$ cat src/rtl/wdg_pkg.sv
package wdg_pkg;
   typedef enum logic [1:0] {
      WD_IDLE = 2'd0,
      WD_TOUT = 2'd1,
      WD_WIN  = 2'd2,
      WD_HOLD = 2'd3
   } wd_state_t;

   typedef enum logic [1:0] {
      FC_FIRST  = 2'd0,
      FC_CLOSED = 2'd1,
      FC_OPEN   = 2'd2,
      FC_STUCK  = 2'd3
   } wd_fault_t;
endpackage

$ cat src/rtl/wdg_level_filter.sv
module wdg_level_filter #(
   parameter int FILT_TICKS = 3
) (
   input  logic clk,
   input  logic rst_n,
   input  logic raw,
   output logic lvl,
   output logic rise
);
   generate
      if (FILT_TICKS <= 1) begin : g_direct
         always_ff @(posedge clk or negedge rst_n) begin
            if (!rst_n) begin
               lvl  <= 1'b0;
               rise <= 1'b0;
            end else begin
               rise <= raw & ~lvl;
               lvl  <= raw;
            end
         end
      end else begin : g_count
         localparam int CW = $clog2(FILT_TICKS);
         logic [CW-1:0] cnt;
         always_ff @(posedge clk or negedge rst_n) begin
            if (!rst_n) begin
               lvl  <= 1'b0;
               rise <= 1'b0;
               cnt  <= '0;
            end else begin
               rise <= 1'b0;
               if (raw == lvl) begin
                  cnt <= '0;
               end else if (cnt == CW'(FILT_TICKS - 1)) begin
                  lvl  <= raw;
                  rise <= raw;
                  cnt  <= '0;
               end else begin
                  cnt <= cnt + CW'(1);
               end
            end
         end
      end
   endgenerate
endmodule

$ cat src/rtl/wdg_phase_fsm.sv
module wdg_phase_fsm
   import wdg_pkg::*;
#(
   parameter int FIRST_TO   = 2840,
   parameter int OPEN_WIN   = 188,
   parameter int HOLD_TICKS = 53
) (
   input  logic      clk,
   input  logic      rst_n,
   input  logic      active,
   input  logic      lvl,
   input  logic      rise,
   output logic      fault_evt,
   output wd_fault_t fault_kind,
   output logic      hold
);
   localparam int CLOSED_WIN = OPEN_WIN / 4;
   localparam int M1  = (FIRST_TO > OPEN_WIN) ? FIRST_TO : OPEN_WIN;
   localparam int TOP = (M1 > HOLD_TICKS) ? M1 : HOLD_TICKS;
   localparam int TW  = $clog2(TOP + 1);

   wd_state_t state, nxt_state;
   logic [TW-1:0] tmr, nxt_tmr;

   always_comb begin
      nxt_state  = state;
      nxt_tmr    = tmr + TW'(1);
      fault_evt  = 1'b0;
      fault_kind = FC_FIRST;
      unique case (state)
         WD_IDLE: begin
            nxt_tmr = '0;
            if (active) nxt_state = lvl ? WD_WIN : WD_TOUT;
         end
         WD_TOUT: begin
            if (!active) begin
               nxt_state = WD_IDLE;
               nxt_tmr   = '0;
            end else if (rise) begin
               nxt_state = WD_WIN;
               nxt_tmr   = '0;
            end else if (tmr == TW'(FIRST_TO - 1)) begin
               fault_evt  = 1'b1;
               fault_kind = FC_FIRST;
               nxt_state  = WD_HOLD;
               nxt_tmr    = '0;
            end
         end
         WD_WIN: begin
            if (!active) begin
               nxt_state = WD_IDLE;
               nxt_tmr   = '0;
            end else if (rise) begin
               nxt_tmr = '0;
               if (tmr < TW'(CLOSED_WIN)) begin
                  fault_evt  = 1'b1;
                  fault_kind = FC_CLOSED;
                  nxt_state  = WD_HOLD;
               end
            end else if (tmr == TW'(OPEN_WIN - 1)) begin
               fault_evt  = 1'b1;
               fault_kind = lvl ? FC_STUCK : FC_OPEN;
               nxt_state  = WD_HOLD;
               nxt_tmr    = '0;
            end
         end
         WD_HOLD: begin
            if (tmr == TW'(HOLD_TICKS - 1)) begin
               nxt_state = WD_IDLE;
               nxt_tmr   = '0;
            end
         end
         default: begin
            nxt_state = WD_IDLE;
            nxt_tmr   = '0;
         end
      endcase
   end

   always_ff @(posedge clk or negedge rst_n) begin
      if (!rst_n) begin
         state <= WD_IDLE;
         tmr   <= '0;
      end else begin
         state <= nxt_state;
         tmr   <= nxt_tmr;
      end
   end

   assign hold = (state == WD_HOLD);
endmodule

$ cat src/rtl/wdg_stretch.sv
module wdg_stretch #(
   parameter int LEN = 160
) (
   input  logic clk,
   input  logic rst_n,
   input  logic trig,
   output logic out
);
   localparam int CW = $clog2(LEN + 1);
   logic [CW-1:0] cnt;

   always_ff @(posedge clk or negedge rst_n) begin
      if (!rst_n)              cnt <= '0;
      else if (trig)           cnt <= CW'(LEN);
      else if (cnt != '0)      cnt <= cnt - CW'(1);
   end

   assign out = (cnt != '0);
endmodule

$ cat src/rtl/wdg_window_monitor.sv
module wdg_window_monitor
   import wdg_pkg::*;
#(
   parameter int FIRST_TO   = 2840,
   parameter int OPEN_WIN   = 188,
   parameter int RESET_DLY  = 50,
   parameter int EN_DLY     = 160,
   parameter int FILT_TICKS = 3
) (
   input  logic       clk,
   input  logic       rst_n,
   input  logic       wdi_raw,
   input  logic       rst1_hi,
   input  logic       mon_gate,
   input  logic       sd_cfg,
   input  logic       debug_en,
   output logic       fault_pulse,
   output logic [1:0] fault_code,
   output logic       sw_off
);
   localparam int HOLD_TICKS = RESET_DLY + 3;

   generate
      if (OPEN_WIN < 8)            begin : g_bad_open  $error("OPEN_WIN must be at least 8 ticks");            end
      if (FIRST_TO <= OPEN_WIN)    begin : g_bad_first $error("FIRST_TO must exceed OPEN_WIN");                end
      if (FILT_TICKS < 1)          begin : g_bad_filt  $error("FILT_TICKS must be at least 1");                end
      if (RESET_DLY < 1)           begin : g_bad_rdly  $error("RESET_DLY must be at least 1");                 end
      if (EN_DLY < 1)              begin : g_bad_edly  $error("EN_DLY must be at least 1");                    end
      if (OPEN_WIN / 4 <= FILT_TICKS) begin : g_bad_cls $error("closed window must be longer than the filter"); end
   endgenerate

   logic      lvl, rise, active, fault_evt, rst1_q;
   wd_fault_t fault_kind, code_q;

   assign active = rst1_hi & ~mon_gate & ~debug_en;

   wdg_level_filter #(.FILT_TICKS(FILT_TICKS)) u_filt (
      .clk(clk), .rst_n(rst_n), .raw(wdi_raw), .lvl(lvl), .rise(rise)
   );

   wdg_phase_fsm #(
      .FIRST_TO(FIRST_TO), .OPEN_WIN(OPEN_WIN), .HOLD_TICKS(HOLD_TICKS)
   ) u_fsm (
      .clk(clk), .rst_n(rst_n), .active(active), .lvl(lvl), .rise(rise),
      .fault_evt(fault_evt), .fault_kind(fault_kind), .hold(fault_pulse)
   );

   wdg_stretch #(.LEN(EN_DLY)) u_sd (
      .clk(clk), .rst_n(rst_n), .trig(fault_evt & sd_cfg), .out(sw_off)
   );

   always_ff @(posedge clk or negedge rst_n) begin
      if (!rst_n) begin
         rst1_q <= 1'b0;
         code_q <= FC_FIRST;
      end else begin
         rst1_q <= rst1_hi;
         if (fault_evt)              code_q <= fault_kind;
         else if (rst1_hi && !rst1_q) code_q <= FC_FIRST;
      end
   end

   assign fault_code = code_q;
endmodule

$ cat config.mk
export PLATFORM = sky130hd
export DESIGN_NAME = wdg_window_monitor
export DESIGN_NICKNAME = d
export VERILOG_FILES = /design/src/rtl/wdg_pkg.sv /design/src/rtl/wdg_level_filter.sv /design/src/rtl/wdg_phase_fsm.sv /design/src/rtl/wdg_stretch.sv /design/src/rtl/wdg_window_monitor.sv
export SDC_FILE = /design/constraint.sdc
export NUM_CORES = 1
export LEC_CHECK = 0
export BUFFER_PORTS_ARGS = -buffer_cell sky130_fd_sc_hd__buf_2
export CORE_MARGIN = 5
export CORE_UTILIZATION = 25
export CTS_CLUSTER_DIAMETER = 40
export CTS_CLUSTER_SIZE = 24
export DETAILED_ROUTE_END_ITERATION = 7
export PLACE_DENSITY = 0.39
export RECOVER_POWER = 50
export SYNTH_ARGS = -nofsm -noshare
export SYNTH_HDL_FRONTEND = slang
export SYNTH_HIERARCHICAL = 1
export SYNTH_SLANG_ARGS = --single-unit
$ cat constraint.sdc
create_clock -name clk -period 2.6 [get_ports clk]
set_clock_uncertainty 0.1 [all_clocks]
set_input_delay 0.13 -clock clk [delete_from_list [all_inputs] [get_ports clk]]
set_output_delay 0.13 -clock clk [all_outputs]
set_load 0.02 [all_outputs]
==> results of run 1 <==
state kept, by name, indices dropped and copies added, names as in the netlist:
signal / flops
u_sd/cnt: 8
u_filt/lvl: 1
u_filt/rise: 1
u_filt/g_count.cnt: 2
u_fsm/tmr: 12
rst1_q: 1
fault_code: 2
u_fsm/state: 2
layout make-up:
| cell class | instances | share of cell area, % |
|---|---|---|
| sequential | 29 | 37.4 |
| multi-input combinational | 130 | 47.8 |
| inverter | 9 | 1.74 |
| clock buffer | 8 | 4.13 |
| timing repair buffer | 13 | 3.74 |
| tap | 80 | 5.16 |
cells by family after synthesis:
| group | after synthesis | synth area share, % |
|---|---|---|
| XOR/XNOR | 11 | 5.62 |
| buffers and inverters | 13 | 3.06 |
| AND/OR/NAND/NOR | 83 | 29.2 |
| flip-flops | 29 | 42.3 |
| AO/OA/AOI/OAI | 23 | 10.3 |
| adder cells (fa/ha/maj) | 9 | 6.56 |
| multiplexers | 4 | 2.92 |
metal layers:
| metal | vias up | global-route usage, % | wire length [um] |
|---|---|---|---|
| li1 | 631 | - | - |
| met1 | 602 | 9.99 | 1630 |
| met2 | 17 | 13.3 | 1620 |
| met3 | 2 | 3.66 | 115 |
| met4 | 0 | 3.66 | 30 |
| met5 | - | 0 | 0 |
cell usage after synthesis, types with 3 or more instances:
master,n
dfrtp_1,29
nor2_1,18
nand2_1,16
nor3_1,10
ha_1,9
inv_1,9
xor2_1,6
xnor2_1,5
a21oi_1,4
nand3_1,4
nor2b_1,4
nor4b_1,4
o21ai_0,4
nand2b_1,3
nand2b_4,3
nor3b_1,3
through the flow:
stage	utilization, %	hold WS [ps]	setup slack, ps
after detailed placement	27.6	117	195
after CTS	29.1	22.3	178
after floorplan	-	-266	295
final	28.9	25.2	261
after global placement	27.6	94.9	259
after global routing	28.9	31.7	77.4
power groups by stage:
stage                     Combinational, mW  Sequential (mW)  Clock (mW)
after global placement                0.542            0.683           0
after global routing                  0.614            0.696       0.389
after floorplan                       0.461            0.656           0
after detailed placement              0.564            0.690           0
after CTS                             0.565            0.684       0.370
final                                 0.541            0.682       0.345
how the worst min path moves through the flow:
stage | from | endpoint | slack (ps)
floorplan | rst_n | fault_code[0]$_DFFE_PN0P_ | -270
global placement | rst_n | u_sd/cnt[2]$_DFFE_PN0P_ | 90
detailed placement | rst_n | u_sd/cnt[2]$_DFFE_PN0P_ | 120
CTS | wdi_raw | u_filt/lvl$_DFFE_PN0P_ | 20
global route | wdi_raw | u_filt/lvl$_DFFE_PN0P_ | 30
finish | wdi_raw | u_filt/lvl$_DFFE_PN0P_ | 30
placed cells by master, fill, tap and decap left out, types with 5 or more instances in the layout:
master    count
buf_2         6
clkbuf_1      7
clkbuf_8      5
dfrtp_1      29
ha_1          9
inv_1         9
nand2_1      16
nor2_1       17
nor3_1       10
xnor2_1       5
xor2_1        6
timing repair:
item	in CTS	in global routing
resized for setup	0	1
endpoints found under the hold margin	30	0
setup endpoints to repair	0	1
hold buffers	2	0
==> implementation parameters, run 1 <==
Parameter                              Value

Worst setup path
  Critical Path Start Type ... flop
  Crit Path Category ... flop to flop
  CP cell instances ... ha_1 -> and4_1 -> a211oi_1 -> a21o_1 -> a41oi_1 -> nor2_2 -> and2_2 -> nor2b_1 -> mux2i_1
  R2R cell count ... 9
  Instance count on the critical path ... 9
  Dominant delay contributor by cell family on the critical path ... simple AND/OR/NAND/NOR gates
  Setup crit end ... u_sd/cnt[7]$_DFFE_PN0P_
  Reg-to-reg critical path startpoint ... u_fsm/tmr[0]$_DFF_PN0_
  Max Fanout on Critical Path ... 9
  Buf+Inv Stages, Crit Path ... 0
  Critical path data required time ... 2700 ps
  Critical path endpoint category ... flop
  Slowest-stage cell, CP ... dfrtp_1
  WP data arrival ... 2440 ps
  End of the worst register-to-register path ... u_sd/cnt[7]$_DFFE_PN0P_
  Setup slack on the worst flop-to-flop path ... 260 ps
  Maximum single-stage delay on the critical path ... 400 ps
  Critical path startpoint ... u_fsm/tmr[0]$_DFF_PN0_

CTS
  Number of buffers inserted during clock tree synthesis ... 5
  Clock transition at the register clock pins on the worst setup and hold paths after CTS ... 60 ps
  CTS tree ... yes
  Clock Sinks ... 29
  Source-to-sink clock delay at the later pin of the worst-skew pair ... 270 ps
  Maximum number of buffers from clock root to sink ... 2
  CTS Root Buffer Type ... clkbuf_8
  Maximum level of the CTS H-tree ... 2
  Post-CTS setup buffers ... 0

Die
  Cell row count ... 30
  Core Area ... 6720 um^2
  Die ar. ... 8620 um^2
  Die extent in y ... 92.8 um
  IO Count ... 11
  Effective utilization at floorplan ... 25.5%
  Die width ... 92.8 um

Placed design
  Post-DP Area ... 1850 um^2
  GPL Wtd Cong ... 0.786
  Half-perimeter wire length after placement ... 2510 um
  Post-Place Cells ... 259
  Count of buffers from port buffering ... 10

Logic synthesis
  Flip-flop and latch count after synthesis ... 29
  Async S/R FF share, synth ... 100%
  Cell types with the largest area share after synthesis ... dfrtp_1 (42%), ha_1 (6.6%), nor2_1 (3.9%)
  Post-synthesis net count ... 188
  Number of enable-type register cells in the synthesized netlist ... 0
  Average footprint of a synthesized cell ... 9.97 um^2
  Number of distinct library cells after synthesis ... 49
  Post-synthesis instance area ... 1720 um^2
  Synth warn ... 6
  Cell taking the most area after synthesis ... dfrtp_1
  Fraction of post-synthesis cell area in the top cell type by area ... 42.3%
  Gate count of the mapped netlist ... 172
  Most frequently used flop master after synthesis ... dfrtp_1
  Sequential-to-total area share from yosys stat ... 42.3%

GRT
  Number of global-route vias before repair ... 1209
  Global route total overflow ... 0
  Initial antenna violation count ... 0
  Maximum number of pins on one net before global-route repair ... 30
  Wire length of the first global-routing pass ... 5640 um
  Gr usage total ... 8.46%

Status
  Failing checks ... capacitance limit, slew limit
  Outcome ... complete, but fails checks

Route
  Vias ... 1252
  Remaining antenna violation count ... 0
  Initial DRC Count ... 19
  First drt pass iteration count ... 4
  DRC viols ... 0
  Post-Route WL ... 3400 um
  Average wire per cell in the routed design ... 12.6 um
  Avg Vias per Cell ... 4.65

STA
  RSZ-0062 raised after global routing ... no
  Final count of pins violating max slew ... 30
  Period minus WS final ... 2340 ps
  Total setup violations reported at the end of the flow ... 0
  Final hold violation count ... 0
  Actual slew at the worst max-slew pin ... 1600 ps
  Relative slew slack ... -6.49%
  Maximum operating frequency ... 0.428 GHz
  Setup TNS after final layout ... 0 ps
  Fraction of the cycle the final worst path needs ... 90.0%

Finish
  Register area ... 726 um^2
  Non-filler instance count after layout ... 269
  Net count, final ... 204
  FILL cells ... 720
  Finished layout cell area ... 1940 um^2
  Area added between synthesis and finish ... 13.1%
  Footprint of the multi-input gates ... 928 um^2
  Share of cells above drive strength 1 ... 13.8%
  Number of antenna repair diodes ... 0

Power and ir drop
  Maximum resistive drop on vdd ... 0.189 mV
  PD cells ... 808 nW/um^2
  Internal Pwr Total ... 1.00 mW
  Net Switching ... 0.566 mW
  Relative contribution of the clock network to total power ... 22.0%
  Switching Share ... 36.1%
  Combinational power share ... 34.5%
  Share of total power in sequential cells ... 43.5%
  Leak ... 0.822 nW
  Final Total Pwr ... 1.57 mW

Worst hold path
  Hold path cells ... 2
  HP Class ... primary input to flop

Flow run
  Maximum capacitance violations ... 1
Note: power is estimated with default switching activity, not from simulation.
==> inputs of run 2 (changes only) <==
--- a/config.mk
+++ b/config.mk
@@ -8,6 +8,7 @@
 export BUFFER_PORTS_ARGS = -buffer_cell sky130_fd_sc_hd__buf_2
 export CORE_MARGIN = 5
 export CORE_UTILIZATION = 25
+export CTS_BUF_LIST = sky130_fd_sc_hd__clkbuf_2
 export CTS_CLUSTER_DIAMETER = 40
 export CTS_CLUSTER_SIZE = 24
 export DETAILED_ROUTE_END_ITERATION = 7
==> run 2 against run 1 <==
Against the previous run:
- the run still ends with capacitance limit, slew limit left
- critical path depth stayed put
- final area down 1.2%
- maximum frequency fell by 0.20%
- routed wire length hardly changed
- sequential cell count did not move
- final cell count grew 0.37%
- die area stayed put
- critical endpoint unchanged
- largest cell class unchanged
- highest routed layer unchanged
==> implementation parameters, run 2 (synthesis results as in run 1) <==
Parameter                              Value

Route
  Initial DRC Count ... 40 (+21)
  Post-Route WL ... 3400 um (about the same)
  Vias ... 1261 (+0.72%)
  Remaining antenna violation count ... 0 (unchanged)
  Avg Vias per Cell ... 4.67 (+0.35%)
  First drt pass iteration count ... 4 (unchanged)
  Average wire per cell in the routed design ... 12.6 um (-0.43%)
  DRC viols ... 0 (unchanged)

Placed design
  Half-perimeter wire length after placement ... 2510 um (unchanged)
  GPL Wtd Cong ... 0.786 (unchanged)
  Count of buffers from port buffering ... 10 (unchanged)
  Setup slack at placement ... 195 ps (unchanged)
  Post-DP Area ... 1850 um^2 (unchanged)

STA
  RSZ-0062 raised after global routing ... no
  Slack of the critical path ... 256 ps (-4.68 ps)
  Fraction of the cycle the final worst path needs ... 90.1% (+0.18 points)
  Period minus WS final ... 2340 ps (+4.68 ps)
  Total setup violations reported at the end of the flow ... 0 (unchanged)
  Hold Slack ... 54.3 ps (+29.1 ps)
  Actual slew at the worst max-slew pin ... 1610 ps (+11.0 ps)
  Final count of pins violating max slew ... 30 (unchanged)
  Final hold violation count ... 0 (unchanged)
  Maximum operating frequency ... 0.427 GHz (-0.20%)
  Setup TNS after final layout ... 0 ps (unchanged)
  Relative slew slack ... -7.22% (-0.73 points)

GRT
  Wire length of the first global-routing pass ... 5640 um (-0.12%)
  Maximum number of pins on one net before global-route repair ... 30 (unchanged)
  Gr usage total ... 8.53% (+0.068 points)
  Number of global-route vias before repair ... 1205 (-0.33%)
  Global route total overflow ... 0 (unchanged)
  Initial antenna violation count ... 0 (unchanged)

Die
  Core Area ... 6720 um^2 (unchanged)
  Die ar. ... 8620 um^2 (unchanged)
  Cell row count ... 30 (unchanged)
  Effective utilization at floorplan ... 25.5% (unchanged)
  IO Count ... 11 (unchanged)
  Die extent in y ... 92.8 um (unchanged)
  Die width ... 92.8 um (unchanged)

Finish
  Max reg flops ... 12 (unchanged)
  Top Registers ... u_fsm/tmr: 12 flops, u_sd/cnt: 8 flops
  Commonest cells after routing, fill and taps aside ... dfrtp_1 (29), nor2_1 (17), nand2_1 (16)
  Footprint of the multi-input gates ... 932 um^2 (+0.40%)
  Finished layout cell area ... 1920 um^2 (-1.2%)
  Share of cells above drive strength 1 ... 16.8% (+3.1 points)
  Register area ... 726 um^2 (unchanged)
  Most common cell after layout, fill and taps aside ... dfrtp_1
  Net count, final ... 205 (+0.49%)
  Number of antenna repair diodes ... 0 (unchanged)
  Register with the most flip-flops ... u_fsm/tmr
  Area added between synthesis and finish ... 11.7%
  FILL cells ... 722 (+0.28%)

Status
  Failing checks ... capacitance limit, slew limit
  Outcome ... complete, but fails checks

CTS
  Clock transition at the register clock pins on the worst setup and hold paths after CTS ... 160 ps (+100 ps)
  Maximum number of buffers from clock root to sink ... 2 (unchanged)
  Source-to-sink clock delay at the later pin of the worst-skew pair ... 360 ps (+90 ps)
  CTS tree ... yes
  Clock Sinks ... 29 (unchanged)
  Number of buffers inserted during clock tree synthesis ... 5 (unchanged)
  Maximum level of the CTS H-tree ... 2 (unchanged)
  CTS Root Buffer Type ... clkbuf_2

Worst setup path
  Critical path endpoint category ... flop
  Critical path data required time ... 2800 ps (+100 ps)
  Crit Path Category ... flop to flop
  Max Fanout on Critical Path ... 9 (unchanged)
  Critical Path Start Type ... flop
  WP data arrival ... 2540 ps (+100 ps)

Power and ir drop
  Final Total Pwr ... 1.46 mW (-6.8%)
  Leak ... 0.834 nW (+1.5%)
  Maximum resistive drop on vdd ... 0.146 mV (-23%)
  PD cells ... 763 nW/um^2 (-5.6%)

Worst hold path
  HP Class ... primary input to flop

Flow run
  Maximum capacitance violations ... 1 (unchanged)
run 2: final timing paths:
| check | endpoint | from | slack (ps) | cells past startpoint |
|---|---|---|---|---|
| setup / recovery | u_sd/cnt[7]$_DFFE_PN0P_ | u_fsm/tmr[0]$_DFF_PN0_ | 260 | 9 |
| max in group asynchronous | u_fsm/tmr[3]$_DFF_PN0_ | rst_n | 860 | 2 |
| hold reg to reg | u_filt/g_count.cnt[0]$_DFF_PN0_ | u_filt/g_count.cnt[0]$_DFF_PN0_ | 360 | 1 |
| hold / removal | u_sd/cnt[2]$_DFFE_PN0P_ | sd_cfg | 50 | 3 |
| min in group asynchronous | u_sd/cnt[6]$_DFFE_PN0P_ | rst_n | 590 | 2 |
| setup reg to reg | u_sd/cnt[7]$_DFFE_PN0P_ | u_fsm/tmr[0]$_DFF_PN0_ | 260 | 9 |
run 2: power by group:
group / switching (mW) / internal, mW
clock: 0.152 / 0.0795
sequential: 0.121 / 0.559
combinational: 0.289 / 0.261
run 2: through the flow:
step	util, %	std cells
2_1_floorplan	-	172
5_1_grt	28.5	270
3_3_place_gp	27.6	259
4_1_cts	28.6	270
3_5_place_dp	27.6	259
6_report	28.5	270
run 2: cell type report:
cell class	instances	area share [%]
inverter	9	1.76
tap	80	5.22
sequential	29	37.9
clock buffer	8	2.09
multi-input combinational	130	48.6
timing repair buffer	14	4.44
run 2: what timing repair did:
item,4_1_cts,5_1_grt
buffers inserted,0,0
endpoints found under the setup margin,0,1
resized for setup,0,1
hold buffers,3,0
hold endpoints to repair,34,0
run 2: worst max-delay path: stages (launching register included):
cell and delay (ps):
dfrtp_1 430, ha_1 270, and4_1 230, a211oi_1 250
a21o_1 210, a41oi_1 150, nor2_2 200, and2_2 280
nor2b_1 70, mux2i_1 120
run 2: per-layer routing:
| layer | track usage, % | wire (um) |
|---|---|---|
| met1 | 9.94 | 1560 |
| met2 | 13.3 | 1600 |
| met3 | 3.66 | 162 |
| met4 | 4.27 | 67 |
| met5 | 0 | 0 |
